<file path="src/rtl/irq_coal_pkg.sv">
package irq_coal_pkg;
  localparam int NUM_EVT  = 8;
  localparam int ADDR_W   = 3;
  localparam int B_FRAG   = 0;
  localparam int B_RX     = 1;
  localparam int B_TX     = 2;
  localparam int B_RXERR  = 3;
  localparam int B_TXERR  = 4;
  localparam int B_FIFO   = 5;
  localparam int B_BUS    = 6;
  localparam int B_RXFULL = 7;

  typedef enum logic [ADDR_W-1:0] {
    A_STATUS = 3'd0,
    A_MASK   = 3'd1,
    A_CTRL   = 3'd2,
    A_TMR_LO = 3'd3,
    A_TMR_HI = 3'd4
  } reg_addr_e;
endpackage

</file>
<file path="src/rtl/irq_status_bank.sv">
module irq_status_bank #(
  parameter int N = 8
) (
  input  logic         clk,
  input  logic         rst_n,
  input  logic [N-1:0] set_vec,
  input  logic [N-1:0] clr_vec,
  output logic [N-1:0] status
);
  for (genvar i = 0; i < N; i++) begin : g_bit
    logic bit_d;
    logic bit_en;

    always_comb begin
      bit_en = set_vec[i] | clr_vec[i];
      bit_d  = set_vec[i];           // set outranks clear
    end

    always_ff @(posedge clk or negedge rst_n) begin
      if (!rst_n)      status[i] <= 1'b0;
      else if (bit_en) status[i] <= bit_d;
    end
  end
endmodule

</file>
<file path="src/rtl/irq_cfg_regs.sv">
module irq_cfg_regs
  import irq_coal_pkg::*;
#(
  parameter int SEL_W = 2,
  parameter int TMR_W = 16
) (
  input  logic              clk,
  input  logic              rst_n,
  input  logic              wr,
  input  logic [ADDR_W-1:0] addr,
  input  logic [7:0]        wdata,
  output logic [NUM_EVT-1:0] mask_q,
  output logic [SEL_W-1:0]  sel_q,
  output logic [TMR_W-1:0]  tmr_q
);
  logic we_mask, we_ctrl, we_lo, we_hi;

  always_comb begin
    we_mask = wr && (addr == A_MASK);
    we_ctrl = wr && (addr == A_CTRL);
    we_lo   = wr && (addr == A_TMR_LO);
    we_hi   = wr && (addr == A_TMR_HI);
  end

  always_ff @(posedge clk or negedge rst_n) begin
    if (!rst_n)       mask_q <= '0;
    else if (we_mask) mask_q <= wdata[NUM_EVT-1:0];
  end

  always_ff @(posedge clk or negedge rst_n) begin
    if (!rst_n)       sel_q <= '0;
    else if (we_ctrl) sel_q <= wdata[SEL_W-1:0];
  end

  always_ff @(posedge clk or negedge rst_n) begin
    if (!rst_n)     tmr_q[7:0] <= '0;
    else if (we_lo) tmr_q[7:0] <= wdata;
  end

  always_ff @(posedge clk or negedge rst_n) begin
    if (!rst_n)     tmr_q[TMR_W-1:8] <= '0;
    else if (we_hi) tmr_q[TMR_W-1:8] <= wdata[TMR_W-9:0];
  end
endmodule

</file>
<file path="src/rtl/irq_rx_coalescer.sv">
module irq_rx_coalescer #(
  parameter int SEL_W = 2,
  parameter int TMR_W = 16,
  localparam int CNT_W = 2**SEL_W
) (
  input  logic             clk,
  input  logic             rst_n,
  input  logic             frame,
  input  logic [SEL_W-1:0] sel,
  input  logic [TMR_W-1:0] tmr_val,
  output logic             raise,
  output logic [CNT_W-1:0] cnt_o
);
  logic [CNT_W-1:0] cnt_q, cnt_d, base_cnt, inc_cnt, thr;
  logic [TMR_W-1:0] hold_q, hold_d, hold_dec;
  logic             expire, hit;

  always_comb begin
    thr      = CNT_W'(1) << sel;
    expire   = (hold_q == TMR_W'(1));
    hold_dec = (hold_q != '0) ? hold_q - TMR_W'(1) : '0;
    base_cnt = expire ? '0 : cnt_q;
    inc_cnt  = base_cnt + CNT_W'(1);
    hit      = frame && (inc_cnt >= thr);
    cnt_d    = base_cnt;
    hold_d   = hold_dec;
    if (frame) begin
      if (hit) begin
        cnt_d  = '0;
        hold_d = '0;
      end else begin
        cnt_d = inc_cnt;
        if (base_cnt == '0) hold_d = tmr_val;   // first uncounted frame
      end
    end
    raise = expire | hit;
  end

  always_ff @(posedge clk or negedge rst_n) begin
    if (!rst_n) begin
      cnt_q  <= '0;
      hold_q <= '0;
    end else begin
      cnt_q  <= cnt_d;
      hold_q <= hold_d;
    end
  end

  assign cnt_o = cnt_q;
endmodule

</file>
<file path="src/rtl/irq_coalesce_unit.sv">
module irq_coalesce_unit
  import irq_coal_pkg::*;
#(
  parameter int SEL_W = 2,
  parameter int TMR_W = 16
) (
  input  logic               clk,
  input  logic               rst_n,
  input  logic [NUM_EVT-1:0] evt_pulse,
  input  logic               reg_wr,
  input  logic [ADDR_W-1:0]  reg_addr,
  input  logic [7:0]         reg_wdata,
  output logic [7:0]         reg_rdata,
  output logic               irq
);
  localparam int CNT_W = 2**SEL_W;

  logic [NUM_EVT-1:0] status_q, mask_q, ev_set, clr_vec;
  logic [SEL_W-1:0]   ctrl_sel;
  logic [TMR_W-1:0]   tmr_val;
  logic               rx_raise;
  logic [CNT_W-1:0]   frm_cnt;

  irq_cfg_regs #(.SEL_W(SEL_W), .TMR_W(TMR_W)) u_cfg (
    .clk(clk), .rst_n(rst_n), .wr(reg_wr), .addr(reg_addr), .wdata(reg_wdata),
    .mask_q(mask_q), .sel_q(ctrl_sel), .tmr_q(tmr_val)
  );

  irq_rx_coalescer #(.SEL_W(SEL_W), .TMR_W(TMR_W)) u_coal (
    .clk(clk), .rst_n(rst_n), .frame(evt_pulse[B_RX]), .sel(ctrl_sel),
    .tmr_val(tmr_val), .raise(rx_raise), .cnt_o(frm_cnt)
  );

  always_comb begin
    ev_set       = evt_pulse;
    ev_set[B_RX] = rx_raise;
    clr_vec      = (reg_wr && reg_addr == A_STATUS) ? reg_wdata[NUM_EVT-1:0] : '0;
  end

  irq_status_bank #(.N(NUM_EVT)) u_stat (
    .clk(clk), .rst_n(rst_n), .set_vec(ev_set), .clr_vec(clr_vec), .status(status_q)
  );

  always_comb begin
    unique case (reg_addr)
      A_STATUS: reg_rdata = 8'(status_q);
      A_MASK:   reg_rdata = 8'(mask_q);
      A_CTRL:   reg_rdata = 8'(ctrl_sel);
      A_TMR_LO: reg_rdata = tmr_val[7:0];
      A_TMR_HI: reg_rdata = 8'(tmr_val[TMR_W-1:8]);
      default:  reg_rdata = 8'h00;
    endcase
  end

  assign irq = |(status_q & mask_q);
endmodule

</file>
<file path="config.mk">
export PLATFORM = sky130hd
export DESIGN_NAME = irq_coalesce_unit
export DESIGN_NICKNAME = d
export VERILOG_FILES = /design/src/rtl/irq_coal_pkg.sv /design/src/rtl/irq_status_bank.sv /design/src/rtl/irq_cfg_regs.sv /design/src/rtl/irq_rx_coalescer.sv /design/src/rtl/irq_coalesce_unit.sv
export SDC_FILE = /design/constraint.sdc
export NUM_CORES = 1
export LEC_CHECK = 0
export CORE_UTILIZATION = 45
export DETAILED_ROUTE_END_ITERATION = 10
export DONT_BUFFER_PORTS = 1
export PLACE_DENSITY_LB_ADDON = 0.08
export SYNTH_ARGS = -nofsm -noshare
export SYNTH_HDL_FRONTEND = slang
export SYNTH_SLANG_ARGS = --single-unit
</file>
<file path="constraint.sdc">
create_clock -name clk -period 10.5 [get_ports clk]
set_input_delay 0.525 -clock clk [delete_from_list [all_inputs] [get_ports clk]]
set_output_delay 0.525 -clock clk [all_outputs]
set_load 0.005 [all_outputs]
</file>
==> impl_metrics.yaml, run 1 <==
synthesis:
  syn_avg_cell_area_um2: 9.87
  yosys_warnings: 0
  synth_top_family_by_area: "simple AND/OR/NAND/NOR gates"
  yosysMostFrequentCell: "dfrtp_1"
  synthAdderAreaFrac_pct: 3.20
  synth_edf_count: 0
  yosysSeqAreaShare_pct: 43.2
  synth-simple-area-share_pct: 20.8
  synth_nets: 347
  synthCells: 317
  synthDistinctLibCells: 42
  synthMuxAreaShare_pct: 15.2
  synthFlopType: "dfrtp_1"
  synth.top_cell.area_share_pct: 43.2
  synth-seq-cells: 54
  yosys.area.top_type: "dfrtp_1"
  async_flop_share_pct: 100
  synthesis.area_um2: 3130
  synth_compound_area_share_pct: 13.8
  synthTopCellsByCount: "dfrtp_1 (54), nand2_1 (32), nor2_1 (32), mux2_2 (27), mux2i_1 (17)"
  synth_xor_area_share_pct: 1.40
  synth_area_leaders: "dfrtp_1 (43%), mux2_2 (9.7%), mux2i_1 (5.4%)"
power_and_ir_drop:
  ir_worst_vdd_uv: 88.2
  combPwrFrac_pct: 43.7
  clkPwrFrac_pct: 17.1
  p_leak_nw: 1.37
  finalPower_w: 0.000832
  p_seq_share_pct: 39.2
  p_per_area_nw_per_um2: 251
  switching_share_pct: 40.8
  cellInternalPower_w: 0.000493
  switching_power_w: 0.000339
floorplanning:
  io_pins: 31
  rows: 30
  die-area_um2: 7290
  initial_core_util_pct: 46.3
  core_um2: 6760
  fp.dieH_um: 85.4
  die_x_um: 85.4
detailed_routing:
  totalWireLength_um: 7110
  vias: 2347
  drt_iter0_drc: 95
  postRouteAntennaNets: 0
  drc: 0
  drtPass1Iterations: 7
  vias_per_cell: 5.94
  wire_per_inst_um: 18.0
clocking:
  cts.root.buffer_cell: "clkbuf_8"
  cts.sinks: 54
  cts_tree: "done"
  cts_setup_buffers: 0
  h-tree-depth: 2
  hold_buffers: 1
  cts_resized: 0
  cts_made_buffers: 5
  clk_latency_ps: 300
  cts.reportedPaths.clkPinSlew_ps: 100
  clockBufferDepth: 2
grt:
  grt_max_degree: 55
  grt_usage_pct: 20.9
  grt_antenna_before_repair: 0
  grt_pass1_vias: 2349
  grt_overflow: 0
  grt_pass1_wl_um: 11900
critical_path:
  crit_arrival_ps: 4070
  critPathKind: "flop to flop"
  critPathRequiredTime_ps: 10730
  cp_top_family: "simple AND/OR/NAND/NOR gates"
  cp_max_fo: 5
  r2r-start: "u_coal.hold_q[4]"
  crit_buf_inv: 1
  startpoint_type: "flop"
  path_cells: "or4_4 > nor3_1 > nand4_1 > nand2_1 > inv_1 > ha_1 > xnor2_1 > ha_1 > a2111oi_1 > nor2_1 > o21a_1 > mux2i_1"
  crit_top_cell: "ha_1"
  cp-startpoint: "u_coal.hold_q[4]"
  cp_slowest_stage_delay_ps: 580
  crit_path_top_delay_cell: "or4_4"
  endpoint_kind: "flop"
timing:
  max-slew-margin-rel_pct: 33.5
  period_share_pct: 36.5
  setup_viol: 0
  period_minus_slack_ps: 3830
  clock.fmax_ghz: 0.261
  hold_violations: 0
  setup-tns-final_ps: 0
  skew_ps: 1.81
  maxSlewViolCount: 0
  tightestPinTransition_ps: 990
  rsz0062_at_grt: "no"
final_layout:
  seq_area_um2: 1350
  fillers: 650
  area_delta_synth_final_pct: 6.08
  layout-drive-gt1-share_pct: 15.6
  stdcell_count: 395
  nNetsFinal: 344
  multi_input_area_um2: 1700
  diodes: 0
worst_hold_path:
  hp-class: "input port to async pin"
run_status:
  status: "complete, no violations"
placement:
  dp_cells: 386
  dpl.hpwl_um: 5210
  placement.io_buffers: 0
  place.gp.congestion: 0.790
job:
  maxCapViolations: 0
==> routing by layer <==
metal	vias to the layer above	track usage, %	wire length (um)
li1	1150	-	-
met3	6	3.99	297
met5	-	0	0
met4	0	5.76	80
met2	53	35.0	3410
met1	1138	27.8	3320
==> worst paths after layout <==
kind                                     to  cells after the start  slack (ps)
min                         u_coal.cnt_o[3]                      1          60
max                         u_coal.cnt_o[2]                     12        6670
min in group clk            u_coal.cnt_o[0]                      1         300
min reg2reg                u_stat.status[2]                      1         510
max reg2reg                 u_coal.cnt_o[2]                     12        6670
max in group asynchronous  u_coal.hold_q[3]                      1       10190
==> logic make-up (layout without fill, tap and decap cells) <==
group           count (synthesis)  count (layout)
fa+ha+maj                       8               8
compound gates                 64              64
mux                            44              44
buf+inv                        18              16
xor+xnor                        5               5
flops                          54              54
simple gates                  124             124
==> sequential cells by signal (all words and copies together) (netlist names) <==
register,count
u_coal.cnt_o,4
u_cfg.tmr_q,16
u_stat.status,8
u_coal.hold_q,16
u_cfg.sel_q,2
u_cfg.mask_q,8
==> layout by cell type (no fill, tap or decap), types with 2 or more instances in the layout <==
master	n
a211oi_1	5
a21boi_0	3
a21o_1	7
a21oi_1	13
a22oi_1	4
a311o_1	3
a311oi_1	3
and2_1	3
clkbuf_8	5
dfrtp_1	54
ha_1	8
inv_1	6
mux2_2	27
mux2i_1	17
nand2_1	32
nand2b_1	4
nand3_1	9
nand3b_1	4
nand4_1	9
nor2_1	32
nor3_1	13
nor3b_1	4
nor4_1	3
nor4_2	2
o21a_1	8
o21ai_0	14
or2_2	2
or4_4	3
xnor2_1	2
xor2_1	3
==> power by group through the flow <==
stage / clock network, W / logic [W] / registers (W)
after floorplan: 0 / 0.000298 / 0.000310
after global placement: 0 / 0.000358 / 0.000328
after detailed placement: 0 / 0.000355 / 0.000330
after CTS: 0.000147 / 0.000363 / 0.000326
after global routing: 0.000153 / 0.000407 / 0.000335
final: 0.000142 / 0.000364 / 0.000326
==> through the flow <==
stage               utilization (%)  instance area, um2  worst slack [ps]  hold slack [ps]
CTS                            49.1                3320              6700             67.2
global placement               47.1                3180              6840              230
global route                   49.1                3320              6350             81.4
finish                         49.1                3320              6670             58.8
floorplan                         -                3130              7140              229
detailed placement             47.1                3180              6740              231
==> area by class of cell <==
| cell class | count | share of cell area, % |
|---|---|---|
| multi-input combinational | 245 | 51.1 |
| sequential | 54 | 40.7 |
| tap | 80 | 3.02 |
| clock buffer | 5 | 2.07 |
| clock inverter | 3 | 1.32 |
| timing repair buffer | 2 | 1.06 |
| inverter | 6 | 0.678 |
Note: power is estimated with default switching activity, not from simulation.
==> run 2: changes to the inputs <==
- clock period: 10.5 -> 3.15 ns (I/O delays scaled with it)
==> impl_metrics.yaml, run 2 (synthesis gave the netlist of run 1 again) <==
worst_hold_path:
  hold_path_end: "u_stat.status[6]"
  hp-class: "input port to flop"
  hold_depth: 2
  hold_start: "reg_wdata[6]"
timing:
  period_share_pct: 98.5
  period_minus_slack_ps: 3100
  finalWorstSetupSlack_ps: 48.7
  setup_viol: 0
  tightestPinTransition_ps: 994
  max-slew-margin-rel_pct: 33.2
  clock.fmax_ghz: 0.322
  maxSlewViolCount: 0
  rsz0062_at_grt: "yes"
  hold_violations: 0
  skew_ps: 6.66
final_layout:
  top_regs: "u_cfg.tmr_q x16, u_coal.hold_q x16"
  layout-drive-gt1-share_pct: 23.2
  final_cell_mix: "dfrtp_1 (54), nand2_1 (30), nor2_1 (30)"
  fillers: 617
  fin_area_um2: 3770
  area_delta_synth_final_pct: 20.6
  multi_input_area_um2: 1830
  seq_area_um2: 1350
  layout_commonest_cell: "dfrtp_1"
  diodes: 0
  nNetsFinal: 378
clocking:
  cts.sinks: 54
  cts.root.buffer_cell: "clkbuf_8"
  cts_made_buffers: 5
  h-tree-depth: 2
  cts.reportedPaths.clkPinSlew_ps: 100
  cts_tree: "done"
  clk_latency_ps: 310
  clockBufferDepth: 2
floorplanning:
  die-area_um2: 7290
  fp.dieH_um: 85.4
  io_pins: 31
  core_um2: 6760
  die_x_um: 85.4
  initial_core_util_pct: 46.3
  rows: 30
placement:
  placed_cell_area_um2: 3290
  placement.io_buffers: 0
  place_ws_ps: 21.6
  place.gp.congestion: 0.847
  dpl.hpwl_um: 5480
critical_path:
  worst_r2r_path_depth: 14
  cp_max_fo: 5
  crit_path_top_delay_cell: "or4_4"
  path_cells: "or4_4 > nor3_4 > nand4_1 > nand2_2 > inv_2 > ha_4 > xnor2_2 > ha_1 > o21a_1 > nor2_4 > buf_4 > nor2_4 > nor3_1 > a311o_1"
  startpoint_type: "flop"
  cp_top_family: "simple AND/OR/NAND/NOR gates"
  critPathKind: "flop to flop"
  critPathRequiredTime_ps: 3350
  crit_buf_inv: 2
  crit_top_cell: "nor2_4"
  crit_arrival_ps: 3310
  r2r-start: "u_coal.hold_q[2]"
  endpoint_kind: "flop"
  r2r_slack_ps: 50
  cp_slowest_stage_delay_ps: 560
  r2r-end: "u_coal.hold_q[13]"
detailed_routing:
  vias: 2510
  wirelength_met1_um: 3370
  wl_met3_um: 277
  highest_layer: "met4"
  drc: 0
  totalWireLength_um: 7770
  met2_length_um: 3980
  postRouteAntennaNets: 0
  vias_per_cell: 5.85
  drt_iter0_drc: 123
  drtPass1Iterations: 4
  wire_per_inst_um: 18.1
grt:
  grt_antenna_before_repair: 0
  grt_pass1_wl_um: 12600
  grt_overflow: 0
  grt_usage_pct: 22.2
  grt_pass1_vias: 2511
  grt_max_degree: 55
job:
  maxCapViolations: 0
run_status:
  status: "complete, no violations"
power_and_ir_drop:
  ir_worst_vdd_uv: 306
  p_per_area_nw_per_um2: 856
  p_leak_nw: 1.54
==> run 2: through the flow <==
step | util, % | cells | hold WS (ps) | TNS, ps | total power, W
floorplan | - | 317 | -138 | 0 | 0.00210
global placement | 48.7 | 396 | -136 | 0 | 0.00243
detailed placement | 48.7 | 396 | -136 | 0 | 0.00244
CTS | 53.6 | 423 | 1.53 | 0 | 0.00298
global route | 55.8 | 429 | 6.44 | -295 | 0.00347
finish | 55.8 | 429 | 7.69 | 0 | 0.00323
==> run 2: worst max path at each step <==
stage                                    to             start  slack (ps)  depth (start not counted)
after global placement    u_coal.hold_q[12]  u_coal.hold_q[5]          90                         13
after floorplan           u_coal.hold_q[14]  u_coal.hold_q[5]          40                         13
after global routing      u_coal.hold_q[13]  u_coal.hold_q[2]         -70                         14
after detailed placement  u_coal.hold_q[11]  u_coal.hold_q[5]          20                         11
after CTS                 u_coal.hold_q[13]  u_coal.hold_q[5]          10                         13
final                     u_coal.hold_q[13]  u_coal.hold_q[2]          50                         14
==> run 2: where the power goes <==
group | switching, W | internal (W)
logic | 0.000856 | 0.000823
clock network | 0.000233 | 0.000237
registers | 0.000203 | 0.000879
total | 0.00129 | 0.00194
==> run 2: area by class of cell <==
| cell class | instances | area share (%) |
|---|---|---|
| tap | 80 | 2.65 |
| sequential | 54 | 35.8 |
| multi-input combinational | 245 | 48.5 |
| clock inverter | 2 | 0.995 |
| clock buffer | 6 | 1.92 |
| inverter | 6 | 0.597 |
| timing repair buffer | 36 | 9.52 |
==> run 2: per-layer routing <==
| layer | track usage (%) | vias to the layer above |
|---|---|---|
| met5 | 0 | - |
| met1 | 29.0 | 1225 |
| met3 | 3.70 | 12 |
| met2 | 38.0 | 48 |
| met4 | 6.97 | 0 |
| li1 | - | 1225 |
==> run 2: repair_timing <==
item,CTS,global route
buffers inserted,0,4
hold endpoints to repair,89,1
hold buffers,19,1
endpoints found under the setup margin,1,21
cloned,0,1
resized for setup,1,20
pin swaps,0,11
==> run 3: changes to the inputs <==
- CORE_MARGIN: default -> 5
==> impl_metrics.yaml, run 3 (synthesis gave the netlist of run 1 again) <==
run_status:
  status: "finished, violations left"
  violations: "setup timing"
detailed_routing:
  postRouteAntennaNets: 0
  vias_per_cell: 5.53
  drc: 0
  wl_met3_um: 295
  drt_iter0_drc: 81
  wirelength_met1_um: 3530
  highest_layer: "met4"
  wire_per_inst_um: 17.2
  drtPass1Iterations: 4
  vias: 2448
  totalWireLength_um: 7600
  met2_length_um: 3660
critical_path:
  r2r-start: "u_coal.hold_q[3]"
  r2r_slack_ps: -20
  startpoint_type: "flop"
  worst_r2r_path_depth: 11
  critPathRequiredTime_ps: 3350
  crit_arrival_ps: 3380
  critPathKind: "flop to flop"
  endpoint_kind: "flop"
  r2r-end: "u_coal.hold_q[11]"
  cp_max_fo: 7
grt:
  grt_pass1_wl_um: 12500
  grt_overflow: 0
  grt_antenna_before_repair: 0
  grt_max_degree: 55
  grt_usage_pct: 18.2
  grt_pass1_vias: 2405
placement:
  place_ws_ps: -63.9
  place.gp.congestion: 0.801
  dpl.hpwl_um: 5490
  placement.io_buffers: 0
timing:
  tightestPinTransition_ps: 822
  hold_violations: 0
  rsz0062_at_grt: "yes"
  period_share_pct: 101
  maxSlewViolCount: 0
  whs_ps: 5.80
  setup_viol: 1
  skew_ps: 9.77
  finalWorstSetupSlack_ps: -22.9
  max-slew-margin-rel_pct: 45.2
  clock.fmax_ghz: 0.315
  period_minus_slack_ps: 3170
worst_hold_path:
  hold_path_end: "u_coal.cnt_o[1]"
  hold_depth: 2
  hp-class: "input port to flop"
  hold_start: "evt_pulse[1]"
floorplanning:
  initial_core_util_pct: 46.1
  rows: 30
  io_pins: 31
  core_um2: 6790
  die-area_um2: 8720
  die_x_um: 93.4
  fp.dieH_um: 93.4
final_layout:
  final_cell_mix: "dfrtp_1 (54), nor2_1 (30), nand2_1 (29)"
  nNetsFinal: 376
  top_regs: "u_cfg.tmr_q x16, u_coal.hold_q x16"
  diodes: 0
  fillers: 569
  area_delta_synth_final_pct: 21.6
  layout_commonest_cell: "dfrtp_1"
  layout-drive-gt1-share_pct: 23.3
clocking:
  cts_tree: "done"
  clockBufferDepth: 2
  cts.sinks: 54
  cts.root.buffer_cell: "clkbuf_8"
  cts_made_buffers: 5
  clk_latency_ps: 300
  h-tree-depth: 2
  cts.reportedPaths.clkPinSlew_ps: 100
power_and_ir_drop:
  switching_power_w: 0.00130
  clkPwrFrac_pct: 14.4
  p_per_area_nw_per_um2: 845
  p_seq_share_pct: 33.6
  ir_worst_vdd_uv: 273
  cellInternalPower_w: 0.00192
  switching_share_pct: 40.3
  combPwrFrac_pct: 52.0
  p_leak_nw: 1.55
job:
  maxCapViolations: 0
[run 3: critical path: stages (launching register included)]
cell,delay (ps)
dfrtp_1,390
or4_4,550
nor3_4,180
nand4_1,230
nand2_2,190
ha_1,290
ha_4,260
a2111oi_4,350
buf_4,210
nor3_4,60
buf_12,140
a311oi_2,220
[run 3: worst max path at each step]
stage / startpoint / to
final: u_coal.hold_q[3] / u_coal.hold_q[11]
after global routing: u_coal.hold_q[3] / u_coal.hold_q[11]
after CTS: u_coal.hold_q[5] / u_coal.hold_q[12]
after detailed placement: u_coal.hold_q[5] / u_coal.hold_q[12]
after global placement: u_coal.hold_q[5] / u_coal.hold_q[11]
after floorplan: u_coal.hold_q[5] / u_coal.hold_q[14]
[run 3: per-layer routing]
metal / global-route usage, % / vias up
met3: 4.51 / 10
met4: 5.37 / 0
met2: 28.3 / 35
met5: 0 / -
met1: 25.0 / 1184
li1: - / 1219
[run 3: cell type report]
type                       instances  area (um2)  area share, %
sequential                        54        1350           35.5
multi-input combinational        245        1850           48.6
clock buffer                       5        68.8           1.81
clock inverter                     3        43.8           1.15
timing repair buffer              34         350           9.21
inverter                           6        22.5          0.592
tap                               96         120           3.16
[run 3: power by group through the flow]
stage	Combinational, W	Sequential [W]	Clock, W
after floorplan	0.00107	0.00104	0
after global placement	0.00135	0.00108	0
after detailed placement	0.00134	0.00109	0
after CTS	0.00139	0.00108	0.000482
after global routing	0.00183	0.00111	0.000502
final	0.00167	0.00108	0.000463
[run 3: what timing repair did]
action | 4_1_cts | 5_1_grt
cloned | 0 | 1
pin swaps | 1 | 15
endpoints found under the setup margin | 13 | 21
resized for setup | 2 | 22
setup buffers | 0 | 2
hold endpoints to repair | 87 | 1
hold buffers | 18 | 1
[run 3: metrics by stage]
stage	power [W]	util [%]	cells	setup TNS (ps)	instance area, um2
final	0.00321	56.0	443	-22.9	3800
after floorplan	0.00210	-	317	0	3160
after detailed placement	0.00243	48.8	413	-250	3320
after global placement	0.00243	48.8	413	-135	3320
after CTS	0.00295	53.4	439	-318	3630
after global routing	0.00345	56.0	443	-1410	3800
